==> src/rtl/ea_pkg.sv <==
package ea_pkg;

    localparam int ADDR_W  = 16;
    localparam int BYTE_W  = 8;
    localparam int NUM_IDX = 2;

    typedef enum logic [2:0] {
        MODE_INH   = 3'd0,
        MODE_IMM8  = 3'd1,
        MODE_IMM16 = 3'd2,
        MODE_ZPG   = 3'd3,
        MODE_FULL  = 3'd4,
        MODE_IDX_X = 3'd5,
        MODE_IDX_Y = 3'd6,
        MODE_REL   = 3'd7
    } ea_mode_e;

    typedef struct packed {
        logic [ADDR_W-1:0] addr;
        logic [ADDR_W-1:0] imm;
        logic [ADDR_W-1:0] target;
        logic              mem_ref;
        logic              imm_flag;
        logic              br_flag;
    } ea_result_t;

    function automatic logic [ADDR_W-1:0] zext_byte(input logic [BYTE_W-1:0] b);
        return {{(ADDR_W-BYTE_W){1'b0}}, b};
    endfunction

    function automatic logic [ADDR_W-1:0] join_bytes(input logic [BYTE_W-1:0] hi,
                                                    input logic [BYTE_W-1:0] lo);
        return {hi, lo};
    endfunction

    // Index of the index register used by an indexed mode code.
    function automatic int idx_sel(input ea_mode_e m);
        return (m == MODE_IDX_Y) ? 1 : 0;
    endfunction

endpackage

==> src/rtl/ea_offset_add.sv <==
module ea_offset_add #(
    parameter int AW         = 16,
    parameter int BW         = 8,
    parameter bit SIGNED_OFS = 1'b0
) (
    input  logic [AW-1:0] base,
    input  logic [BW-1:0] ofs,
    output logic [AW-1:0] sum
);
    localparam int EXT_W = AW - BW;

    logic [AW-1:0] ofs_ext;

    generate
        if (SIGNED_OFS) begin : g_signed
            assign ofs_ext = {{EXT_W{ofs[BW-1]}}, ofs};
        end else begin : g_unsigned
            assign ofs_ext = {{EXT_W{1'b0}}, ofs};
        end
    endgenerate

    // Width-limited sum: wraps modulo 2^AW.
    assign sum = base + ofs_ext;

    always_comb begin
        if (!SIGNED_OFS && ofs == '0) begin
            a_r4_zero_offset_passes: assert (sum == base);
        end
    end
endmodule

==> src/rtl/ea_mode_mux.sv <==
module ea_mode_mux
    import ea_pkg::*;
(
    input  ea_mode_e          mode,
    input  logic [BYTE_W-1:0] opd_first,
    input  logic [BYTE_W-1:0] opd_second,
    input  logic [ADDR_W-1:0] idx_sum [NUM_IDX],
    input  logic [ADDR_W-1:0] rel_sum,
    output ea_result_t        res
);
    always_comb begin
        res = '0;
        unique case (mode)
            MODE_INH: ;
            MODE_IMM8: begin
                res.imm      = zext_byte(opd_first);
                res.imm_flag = 1'b1;
            end
            MODE_IMM16: begin
                res.imm      = join_bytes(opd_first, opd_second);
                res.imm_flag = 1'b1;
            end
            MODE_ZPG: begin
                res.addr    = zext_byte(opd_first);
                res.mem_ref = 1'b1;
            end
            MODE_FULL: begin
                res.addr    = join_bytes(opd_first, opd_second);
                res.mem_ref = 1'b1;
            end
            MODE_IDX_X, MODE_IDX_Y: begin
                res.addr    = idx_sum[idx_sel(mode)];
                res.mem_ref = 1'b1;
            end
            MODE_REL: begin
                res.target  = rel_sum;
                res.br_flag = 1'b1;
            end
            default: ;
        endcase
    end

    always_comb begin
        a_r9_single_kind: assert ($onehot0({res.mem_ref, res.imm_flag, res.br_flag}));
    end
endmodule

==> src/rtl/ea_unit.sv <==
module ea_unit
    import ea_pkg::*;
(
    input  logic        clk,
    input  logic        rst,
    input  logic        op_valid,
    input  logic [2:0]  mode,
    input  logic [7:0]  opd_first,
    input  logic [7:0]  opd_second,
    input  logic [15:0] idx_x,
    input  logic [15:0] idx_y,
    input  logic [15:0] next_pc,
    output logic        res_valid,
    output logic [15:0] eff_addr,
    output logic [15:0] imm_value,
    output logic [15:0] br_target,
    output logic        mem_ref,
    output logic        imm_flag,
    output logic        br_flag
);
    logic [ADDR_W-1:0] idx_regs [NUM_IDX];
    logic [ADDR_W-1:0] idx_sum  [NUM_IDX];
    logic [ADDR_W-1:0] rel_sum;
    ea_result_t        res_d;
    ea_result_t        res_q;
    logic              valid_q;

    assign idx_regs[0] = idx_x;
    assign idx_regs[1] = idx_y;

    generate
        for (genvar i = 0; i < NUM_IDX; i++) begin : g_idx
            ea_offset_add #(.AW(ADDR_W), .BW(BYTE_W), .SIGNED_OFS(1'b0)) u_add (
                .base (idx_regs[i]),
                .ofs  (opd_first),
                .sum  (idx_sum[i])
            );
        end
    endgenerate

    ea_offset_add #(.AW(ADDR_W), .BW(BYTE_W), .SIGNED_OFS(1'b1)) u_rel (
        .base (next_pc),
        .ofs  (opd_first),
        .sum  (rel_sum)
    );

    ea_mode_mux u_mux (
        .mode       (ea_mode_e'(mode)),
        .opd_first  (opd_first),
        .opd_second (opd_second),
        .idx_sum    (idx_sum),
        .rel_sum    (rel_sum),
        .res        (res_d)
    );

    always_ff @(posedge clk) begin
        if (rst) begin
            valid_q <= 1'b0;
            res_q   <= '0;
        end else begin
            valid_q <= op_valid;
            if (op_valid) begin
                res_q <= res_d;
            end
        end
    end

    assign res_valid = valid_q;
    assign eff_addr  = res_q.addr;
    assign imm_value = res_q.imm;
    assign br_target = res_q.target;
    assign mem_ref   = res_q.mem_ref;
    assign imm_flag  = res_q.imm_flag;
    assign br_flag   = res_q.br_flag;


    a_r1_reset_clears: assert property (@(posedge clk)
        rst |=> (!res_valid && !mem_ref && !imm_flag && !br_flag && eff_addr == '0));


    a_r8_valid_follows: assert property (@(posedge clk) disable iff (rst)
        op_valid |=> res_valid);

    a_r8_idle_holds: assert property (@(posedge clk) disable iff (rst)
        !op_valid |=> (!res_valid && $stable(eff_addr) && $stable(br_target) && $stable(imm_value)));


    a_r2_zero_page: assert property (@(posedge clk) disable iff (rst)
        (op_valid && mode == 3'd3) |=> (mem_ref && eff_addr[15:8] == 8'h00
                                        && eff_addr[7:0] == $past(opd_first)));


    a_r4_indirect_x: assert property (@(posedge clk) disable iff (rst)
        (op_valid && mode == 3'd5 && opd_first == 8'h00) |=> (eff_addr == $past(idx_x)));


    a_r5_rel_no_memory: assert property (@(posedge clk) disable iff (rst)
        (op_valid && mode == 3'd7) |=> (br_flag && !mem_ref && eff_addr == '0));


    a_r7_inherent_quiet: assert property (@(posedge clk) disable iff (rst)
        (op_valid && mode == 3'd0) |=> (!mem_ref && !imm_flag && !br_flag));


    a_r9_flags_exclusive: assert property (@(posedge clk) disable iff (rst)
        $onehot0({mem_ref, imm_flag, br_flag}));
endmodule

==> config.mk <==
export PLATFORM = sky130hd
export DESIGN_NAME = ea_unit
export DESIGN_NICKNAME = d
export VERILOG_FILES = /design/src/rtl/ea_pkg.sv /design/src/rtl/ea_offset_add.sv /design/src/rtl/ea_mode_mux.sv /design/src/rtl/ea_unit.sv
export SDC_FILE = /design/constraint.sdc
export NUM_CORES = 1
export LEC_CHECK = 0
export BUFFER_PORTS_ARGS = -buffer_cell sky130_fd_sc_hd__buf_4
export CAP_MARGIN = 20
export CORE_UTILIZATION = 54
export CTS_BUF_LIST = sky130_fd_sc_hd__clkbuf_16
export CTS_CLUSTER_SIZE = 10
export DETAILED_ROUTE_END_ITERATION = 10
export PLACE_DENSITY = 0.82
export REMOVE_ABC_BUFFERS = 1
export SLEW_MARGIN = 20
export SYNTH_ARGS = -nofsm -noshare
export SYNTH_HDL_FRONTEND = slang
export SYNTH_HIERARCHICAL = 1
export SYNTH_SLANG_ARGS = --single-unit
==> constraint.sdc <==
create_clock -name clk -period 2.8 [get_ports clk]
set_input_delay 0.14 -clock clk [delete_from_list [all_inputs] [get_ports clk]]
set_output_delay 0.14 -clock clk [all_outputs]
set_load 0.01 [all_outputs]
======== Word level (Yosys, flattened, before mapping) ========
Index checks and enable logic that the tools add are counted.
storage, ports and cells
  bits in registers ....................... 52
  bits of input ports ..................... 70
  output and inout port bits .............. 52
  logic and storage cells ................. 32
cells by class
  add/subtract/negate cells ............... 3
  $lt $le $gt $ge ......................... 1
  equality and inequality tests ........... 7
  multiplexer cells ....................... 10
  bitwise operators ....................... 1
  reduce and logical (&&, ||, !) cells .... 3
operator list
  kind                 count
  $mux 16              4
  $pmux 16 s3          1
  $add 16x8->16        2
  $ge 32x2->1 const B  1
  $not 32->32          1
  $pmux 16 s2          1
  $add 16x16->16       1
  $eq 3x3->1 const B   4
  $eq 3x2->1 const B   2
  $mux 1               4
  $reduce_or 2->1      2
  $reduce_or 4->1      1
  $eq 3x1->1 const B   1

======== Longest topological paths before layout ========
Gate-level depths: netlist of run 1.
  word-level depth ........................ 7
  mapped depth ............................ 12
  mapped depth without buffers ............ 12

======== Modules after synthesis ========
Netlist of run 1, hierarchy kept.
by module, submodules not included
  module                               times used  cells an instance  area each (um2)  seq. area each (um2)
  ea_unit                              1           167                1860.5           1041.0
  ea_offset_add at g_idx[0].u_add ...  2           62                 490.5            0.0
  ea_mode_mux                          1           136                934.6            0.0
  ea_offset_add at u_rel               1           104                809.5            0.0

======== Least setup slack after synthesis of run 1 ========
No wires, ideal clock.
  path type ............................... in2reg
  start ................................... input port idx_y[0]
  end ..................................... register res_q, in the netlist eff_addr[8]
  library setup time ...................... 0.128 ns
  arrival ................................. 2.078 ns
  data required time ...................... 2.672 ns
  slack ................................... 0.594 ns
  stages on the path ...................... 12
  buffers on the path ..................... 0
  path through ............................ ha_1 > fa_1 > a21o_2 > a41oi_1 > and2_2 > o21ai_2 > xor2_1 > mux2i_1 > o21ai_0 > and2_1 > mux2i_1 > nor2_1
RTL lines
  item                  RTL line       text
  from (decl)           ea_unit.sv:11  input logic [15:0] idx_y,
  to (signal assigned)  ea_unit.sv:63  res_q <= res_d;
  to (decl)             ea_unit.sv:25  ea_result_t res_q;

==> run_results.csv, run 1 <==
group,metric,value,unit
outcome,outcome,"completed",
detailed_routing,vias_per_cell,5.91,
hold_path,hold-path-cell-count,4,
power,power_density,392,nW/um2
cts,cts_tree,"done",
final_layout,design_area,5510,um2
synth,yosysWarningCount,6,
power,p_leak,2.55,nW
sta,finalMaxSlewViolations,0,
power,ir_drop,0.279,mV
grt,grt_pass1_wl,18.7,mm
final_layout,nNetsFinal,727,
place,place_congestion,0.881,
sta,setup_ws,0.475,ns
cts,clockRootBuffer,"clkbuf_16",
grt,track_usage,0.268,
setup_path,r2r_start,"eff_addr[10]",
synth,async_flop_share,0,
setup_path,ff2ff_setup_slack,2.13,ns
detailed_routing,final_antenna_net_count,0,
setup_path,cp.required,2.97,ns
sta,worst_pin_slew,0.869,ns
setup_path,crit_type,"input port to flop",
sta,setup_violations,0,
setup_path,r2r_cells,2,
cts,post-cts-setup-buffer-count,0,
final_layout,syn2layout_area_growth,20.1,%
synth,yosysSeqAreaShare,0.227,
sta,rsz0062_at_grt,"false",
synth,synthFlopType,"dfxtp_1",
detailed_routing,wirelength,12.0,mm
hold_path,min_from,"opd_first[0]",
synth,yosysUniqueCellTypes,55,
synth,synth_edf_count,0,
run,drv_cap,0,
final_layout,seq_area,1040,um2
synth,ys_ff_latch,52,
detailed_routing,wire_per_inst,16.5,um
floorplan,fp.dieH,94.2,um
grt,grt_start_max_net_pins,53,
setup_path,end_kind,"flop",
place,place_ws,0.233,ns
cts,cts_buffers,5,
grt,grt_pass1_vias,3773,
cts,cts-htree-levels,2,
cts,clk_path_buf_depth,2,
final_layout,final_common_cell,"buf_4",
cts,clkTransAtPathRegs,0.08,ns
final_layout,antenna_cells,0,
sta,hold_viol,0,
detailed_routing,drt_iter0_markers,265,
sta,tns,0,ns
sta,skew,0,ns
floorplan,fp.dieW,94.2,um
floorplan,dieArea,8860,um2
final_layout,multi_input_area,3270,um2
final_layout,mostFrequentLayoutCells,"buf_4, mux2i_1, nor2_1, dfxtp_1, and2_1",
synth,synth.cell_area,4590,um2
synth,syn_inst,531,
floorplan,core,8220,um2
detailed_routing,drt_first_pass_iters,5,
place,hpwl,8.70,mm
cts,ctsResizeCount,0,
sta,period_share,0.831,
setup_path,worst_ep_arrival_time,2.49,ns
floorplan,initial_core_util,0.558,
setup_path,cp-startpoint,"opd_first[0]",
synth,syn_area_per_cell,8.64,um2
cts,cts_hold_buf,0,
setup_path,startpoint_type,"input port",
place,io_buffer_count,121,
final_layout,fill_cells,705,
place,postPlaceCellArea,5350,um2
detailed_routing,drc,0,
cts,worstSkewPairLatency,0.30,ns
grt,grt_overflow,0,
detailed_routing,vias,4306,
floorplan,num_io_pins,122,
sta,period_needed,2.33,ns
setup_path,reg2reg_to,"eff_addr[10]",
hold_path,min_path_type,"input port to flop",
final_layout,drive_gt1_frac,0.253,
sta,slew-limit-headroom,0.420,
cts,cts_sinks,52,
grt,antenna_found_initial,0,
sta,clock.fmax,0.430,GHz
hold_path,hold-path-endpoint,"imm_value[8]",
floorplan,row_count,33,
setup_path,critPathMaxFanout,7,
## metal layers
metal | wire, um | up-vias | track usage
li1 | - | 2094 | -
met5 | 0 | - | 0
met2 | 5570 | 179 | 0.443
met1 | 5250 | 2005 | 0.351
met4 | 286 | 0 | 0.0833
met3 | 899 | 28 | 0.0485
## power breakdown
| group | internal, mW | switching (mW) | total [mW] |
|---|---|---|---|
| Sequential | 0.763 | 0.0142 | 0.777 |
| Combinational | 0.342 | 0.396 | 0.738 |
| Clock | 0.338 | 0.304 | 0.642 |
| Total | 1.44 | 0.714 | 2.16 |
## registers in the layout (all words and copies together) (netlist names)
| name | flops |
|---|---|
| br_flag | 1 |
| br_target | 16 |
| eff_addr | 16 |
| imm_flag | 1 |
| imm_value | 16 |
| mem_ref | 1 |
| res_valid | 1 |
## critical path, cell delays in order
cell and delay, ns:
buf_4 0.14, ha_1 0.20, fa_1 0.43, a21o_2 0.25
a41oi_1 0.29, and2_2 0.23, o21ai_2 0.06, xor2_1 0.16
mux2i_1 0.15, o21ai_0 0.09, and2_1 0.17, mux2i_1 0.12
nor2_1 0.05
## cell usage after synthesis, drive strengths merged, types with 3 or more instances
master | number | area share
mux2i | 71 | 0.15
nor2 | 58 | 0.047
dfxtp | 52 | 0.23
a21oi | 34 | 0.040
and2 | 34 | 0.047
ha | 31 | 0.085
buf | 30 | 0.054
nand2 | 26 | 0.022
xnor2 | 26 | 0.050
nand3 | 22 | 0.024
o21ai | 19 | 0.023
nand3b | 16 | 0.026
xor2 | 12 | 0.023
a21o | 11 | 0.019
nand2b | 9 | 0.012
nor3 | 8 | 0.013
o221ai | 8 | 0.015
and3 | 7 | 0.010
o2111ai | 7 | 0.013
clkbuf | 6 | 0.0055
nor2b | 6 | 0.011
o211ai | 5 | 0.010
a31oi | 4 | 0.0082
nand4 | 4 | 0.0055
fa | 3 | 0.013
o21a | 3 | 0.0049
## final cells by class
type                    instances  area share
well taps                     105      0.0239
flip-flops and latches         52       0.189
repair buffers                121       0.165
multi-input cells             441       0.593
inverters                       2     0.00136
clock buffers                   5      0.0227
clock inverters                 3     0.00477
## worst max path at each step
stage / to
3_5_place_dp: eff_addr[8]
3_3_place_gp: eff_addr[8]
4_1_cts: eff_addr[8]
6_report: eff_addr[8]
2_1_floorplan: eff_addr[8]
5_1_grt: eff_addr[8]
## logic make-up (layout without fill, tap and decap cells)
family,count (synthesis),count (layout),synth area share
flip-flops,52,52,0.227
AO/OA/AOI/OAI,103,103,0.158
buffers and inverters,38,131,0.0608
adder cells (fa/ha/maj),34,34,0.0977
AND/OR/NAND/NOR,195,195,0.229
multiplexers,71,71,0.155
XOR/XNOR,38,38,0.0726
## metrics by stage
stage	hold slack [ns]	std cells	util	total power [mW]
2_1_floorplan	0.212	495	-	1.24
3_3_place_gp	0.476	721	0.652	1.50
3_5_place_dp	0.487	721	0.652	1.52
4_1_cts	0.272	729	0.670	2.16
5_1_grt	0.306	729	0.670	2.27
6_report	0.272	729	0.670	2.16
No activity file was read; power rests on OpenSTA's default activity.
==> run 2, diff against run 1 <==
==> constraint.sdc (replaced) <==
create_clock -name clk -period 2.4 [get_ports clk]
set_input_delay 0.12 -clock clk [delete_from_list [all_inputs] [get_ports clk]]
set_output_delay 0.12 -clock clk [all_outputs]
set_load 0.01 [all_outputs]
==> run 2 against run 1 <==
Against the previous run: wire length is 2.1% higher; global-route usage is 0.081 points higher; die area stayed put; final area is 0.80% higher; critical path depth stayed put; clock-buffer cell count stayed put; flip-flop and latch count stayed put; sequential power is 17% higher.
==> run_results.csv, run 2 (synthesis gave the netlist of run 1 again) <==
group,metric,value,unit
sta,worst_pin_slew,0.871,ns
final_layout,drive_gt1_frac,0.260,
cts,cts_buffers,5,
grt,grt_overflow,0,
run,drv_cap,0,
sta,slew-limit-headroom,0.419,
floorplan,row_count,33,
cts,post-cts-setup-buffer-count,0,
sta,period_needed,2.22,ns
final_layout,final_cells,736,
cts,cts-htree-levels,2,
detailed_routing,drt_first_pass_iters,5,
sta,finalMaxSlewViolations,0,
final_layout,syn2layout_area_growth,21.0,%
grt,grt_pass1_vias,3987,
final_layout,antenna_cells,0,
cts,clockRootBuffer,"clkbuf_16",
setup_path,r2r_cells,2,
detailed_routing,wirelength,12.3,mm
grt,grt_start_max_net_pins,53,
setup_path,cp-startpoint,"opd_first[0]",
floorplan,fp.dieW,94.2,um
sta,clock.fmax,0.451,GHz
setup_path,cp.required,2.56,ns
detailed_routing,drt_iter0_markers,282,
cts,clkTransAtPathRegs,0.08,ns
sta,period_share,0.924,
detailed_routing,drc,0,
detailed_routing,vias,4402,
sta,rsz0062_at_grt,"false",
outcome,outcome,"completed",
setup_path,worst_ep_arrival_time,2.38,ns
setup_path,r2r_start,"br_target[5]",
cts,cts_sinks,52,
setup_path,critPathMaxFanout,4,
final_layout,mostFrequentLayoutCells,"buf_4, mux2i_1, nor2_1, dfxtp_1, and2_1",
grt,antenna_found_initial,0,
detailed_routing,wire_per_inst,16.7,um
place,hpwl,8.78,mm
floorplan,core,8220,um2
setup_path,ff2ff_setup_slack,1.72,ns
detailed_routing,vias_per_cell,5.98,
hold_path,min_from,"opd_second[2]",
detailed_routing,final_antenna_net_count,0,
floorplan,fp.dieH,94.2,um
final_layout,fill_cells,681,
floorplan,initial_core_util,0.558,
power,ir_drop,0.338,mV
place,io_buffer_count,121,
final_layout,design_area,5550,um2
grt,grt_pass1_wl,19.0,mm
setup_path,cp-endpoint,"eff_addr[8]",
sta,tns,0,ns
grt,track_usage,0.269,
setup_path,crit_type,"input port to flop",
hold_path,hold-path-cell-count,5,
final_layout,nNetsFinal,734,
sta,hold_viol,0,
cts,cts_tree,"done",
hold_path,min_path_type,"input port to flop",
place,postPlaceCellArea,5410,um2
place,dp_cells,728,
sta,skew,0,ns
sta,setup_violations,0,
power,p_leak,2.59,nW
floorplan,dieArea,8860,um2
cts,worstSkewPairLatency,0.29,ns
final_layout,final_common_cell,"buf_4",
cts,clk_path_buf_depth,2,
place,place_congestion,0.916,
setup_path,reg2reg_to,"br_target[5]",
floorplan,num_io_pins,122,
setup_path,startpoint_type,"input port",
setup_path,end_kind,"flop",
cts,cts_hold_buf,0,
power,power_density,452,nW/um2
cts,ctsResizeCount,0,
==> run 2: worst min path at each step <==
stage	to	slack, ns
3_5_place_dp	br_target[1]	0.49
5_1_grt	imm_value[10]	0.28
6_report	imm_value[2]	0.27
3_3_place_gp	eff_addr[13]	0.47
4_1_cts	imm_value[1]	0.27
2_1_floorplan	res_valid	0.19
==> run 2: worst max-delay path, stage by stage <==
cell and delay (ns):
buf_4 0.13, ha_1 0.23, fa_1 0.41, a21o_2 0.24, a41oi_1 0.32, and2_2 0.24, o21ai_2 0.06, xor2_1 0.14
nand3b_1 0.08, o21ai_0 0.07, and2_1 0.16, mux2i_1 0.12, nor2_1 0.05
==> run 2: stage by stage <==
step                      hold WS (ns)  total power [mW]  utilization  setup slack (ns)
after CTS                        0.270              2.51        0.675             0.212
after global routing             0.283              2.63        0.675            0.0388
after detailed placement         0.487              1.78        0.658           -0.0620
after floorplan                  0.192              1.44            -             0.229
final                            0.273              2.51        0.675             0.183
after global placement           0.474              1.76        0.658           -0.0101
==> run 2: layout make-up <==
type / count / area [um2] / share of cell area
tap: 105 / 131 / 0.0237
sequential: 52 / 1040 / 0.188
multi-input combinational: 441 / 3270 / 0.589
clock buffer: 5 / 125 / 0.0225
timing repair buffer: 128 / 961 / 0.173
inverter: 2 / 7.51 / 0.00135
clock inverter: 3 / 17.5 / 0.00316
==> run 2: routing by layer <==
layer  GRT usage  vias up  routed length, um
li1            -     2105                  -
met1       0.351     2064               5370
met2       0.454      207               5740
met3      0.0453       26                946
met4      0.0692        0                210
met5           0        -                  0
==> run 2: power by group <==
group	leakage, nW	internal (mW)	total [mW]	switching, mW
Combinational	2.09	0.410	0.876	0.467
Clock	0.0754	0.386	0.724	0.338
Sequential	0.422	0.890	0.906	0.0162
==> run 3, diff against run 2 <==
--- a/config.mk
+++ b/config.mk
@@ -7,11 +7,13 @@
 export LEC_CHECK = 0
 export BUFFER_PORTS_ARGS = -buffer_cell sky130_fd_sc_hd__buf_4
 export CAP_MARGIN = 20
-export CORE_UTILIZATION = 54
+export CELL_PAD_IN_SITES_DETAIL_PLACEMENT = 0
+export CELL_PAD_IN_SITES_GLOBAL_PLACEMENT = 1
+export CORE_UTILIZATION = 40
 export CTS_BUF_LIST = sky130_fd_sc_hd__clkbuf_16
 export CTS_CLUSTER_SIZE = 10
 export DETAILED_ROUTE_END_ITERATION = 10
-export PLACE_DENSITY = 0.82
+export PLACE_DENSITY_LB_ADDON = 0.1
 export REMOVE_ABC_BUFFERS = 1
 export SLEW_MARGIN = 20
 export SYNTH_ARGS = -nofsm -noshare
==> run 3 against run 2 <==
Against the previous run: clock power is 15% higher; flip-flop and latch count did not move; worst hold slack lost 0.011 ns; first-iteration DRC count is 16% lower; cell count rose by 5.0%; register-to-register slack gained 0.02 ns; wire length grew 2.8%; via count fell by 5.7%; setup slack worse by 0.0086 ns; non-clock buffer count rose by 2; critical path type unchanged; critical endpoint unchanged; largest power group unchanged.
==> run_results.csv, run 3 (synthesis gave the netlist of run 1 again) <==
group,metric,value,unit
setup_path,end_kind,"flop",
cts,cts_tree,"done",
cts,cts_sinks,52,
sta,period_share,0.927,
cts,clkTransAtPathRegs,0.07,ns
sta,hold_viol,0,
setup_path,crit_chain,"buf_4 > ha_1 > fa_1 > a21o_2 > a41oi_1 > and2_2 > o21ai_2 > xor2_1 > mux2i_1 > o21ai_0 > and2_1 > mux2i_1 > nor2_1",
setup_path,r2r_cells,2,
outcome,outcome,"completed",
floorplan,initial_core_util,0.418,
cts,cts-htree-levels,2,
detailed_routing,drt_iter0_markers,236,
sta,slew-limit-headroom,0.409,
setup_path,critPathMaxStageDelay,0.41,ns
setup_path,critPathMaxFanout,4,
detailed_routing,final_antenna_net_count,0,
place,postPlaceCellArea,5470,um2
sta,worst_pin_slew,0.887,ns
grt,grt_pass1_vias,3833,
place,place_congestion,0.842,
place,io_buffer_count,121,
final_layout,fill_cells,1072,
setup_path,cp.depth,13,
floorplan,core,11000,um2
sta,fin_hold_ws,0.262,ns
grt,track_usage,0.215,
setup_path,worst_ep_arrival_time,2.39,ns
sta,tns,0,ns
detailed_routing,vias,4153,
detailed_routing,drt_first_pass_iters,4,
final_layout,syn2layout_area_growth,22.8,%
setup_path,r2r_start,"eff_addr[8]",
place,hpwl,9.39,mm
setup_path,cp_common_cell,"mux2i_1",
sta,clock.fmax,0.449,GHz
detailed_routing,wire_per_inst,16.3,um
power,power_density,464,nW/um2
cts,cts_hold_buf,0,
floorplan,num_io_pins,122,
detailed_routing,drc,0,
setup_path,crit_type,"input port to flop",
final_layout,design_area,5630,um2
final_layout,mostFrequentLayoutCells,"buf_4, mux2i_1, nor2_1, dfxtp_1, and2_1",
setup_path,cp.required,2.56,ns
setup_path,cp-startpoint,"opd_first[0]",
setup_path,crit_family,"compound AO/OA/AOI/OAI gates",
grt,grt_start_max_net_pins,53,
run,drv_cap,0,
grt,grt_pass1_wl,19.8,mm
cts,cts_buffers,5,
setup_path,crit_buf_inv,1,
setup_path,startpoint_type,"input port",
power,p_leak,2.60,nW
detailed_routing,wirelength,12.6,mm
cts,post-cts-setup-buffer-count,0,
sta,skew,0,ns
sta,period_needed,2.23,ns
hold_path,min_from,"opd_second[3]",
setup_path,slowest_stage,"fa_1",
floorplan,fp.dieW,109,um
grt,grt_overflow,0,
cts,ctsResizeCount,0,
cts,clockRootBuffer,"clkbuf_16",
floorplan,fp.dieH,109,um
sta,setup_violations,0,
power,ir_drop,0.272,mV
cts,clk_path_buf_depth,2,
grt,antenna_found_initial,0,
cts,worstSkewPairLatency,0.29,ns
floorplan,dieArea,11900,um2
hold_path,min_path_type,"input port to flop",
final_layout,final_common_cell,"buf_4",
hold_path,hold-path-cell-count,5,
sta,finalMaxSlewViolations,0,
floorplan,row_count,38,
final_layout,antenna_cells,0,
final_layout,nNetsFinal,736,
final_layout,drive_gt1_frac,0.264,
detailed_routing,vias_per_cell,5.37,
sta,rsz0062_at_grt,"false",
[run 3: routing by layer]
| metal | GRT usage | wire length, um |
|---|---|---|
| met1 | 0.306 | 6080 |
| met2 | 0.337 | 5690 |
| met3 | 0.0329 | 687 |
| met4 | 0.0541 | 154 |
| met5 | 0 | 0 |
[run 3: final cells by class]
class / instances / area [um2] / share of cell area
Tap cell: 140 / 175 / 0.0311
Clock buffer: 5 / 125 / 0.0222
Multi-Input combinational cell: 441 / 3270 / 0.580
Clock inverter: 3 / 42.5 / 0.00755
Inverter: 2 / 7.51 / 0.00133
Timing Repair Buffer: 130 / 976 / 0.173
Sequential cell: 52 / 1040 / 0.185
[run 3: power breakdown]
| group | internal [mW] | switching (mW) |
|---|---|---|
| combinational | 0.413 | 0.463 |
| sequential | 0.890 | 0.0153 |
| clock | 0.491 | 0.343 |
| total | 1.79 | 0.821 |
[run 3: path summary, 6_finish.rpt]
check,end,slack [ns]
max,eff_addr[8],0.17
min,imm_value[3],0.26
max reg2reg,eff_addr[8],1.74
min reg2reg,br_target[9],0.50
[run 3: worst reg2reg max path, delay by kind of cell (launching register included)]
| kind | cells | cell delay (ns) |
|---|---|---|
| flops | 1 | 0.32 |
| simple gates | 1 | 0.05 |
| mux | 1 | 0.15 |
[run 3: stage by stage]
stage	std cells	utilization	power (mW)	setup WS (ns)
after floorplan	495	-	1.44	0.229
after global placement	765	0.498	1.79	-0.0557
after global routing	773	0.513	2.76	0.0142
after detailed placement	765	0.498	1.80	-0.103
final	773	0.513	2.62	0.175
after CTS	773	0.513	2.64	0.200
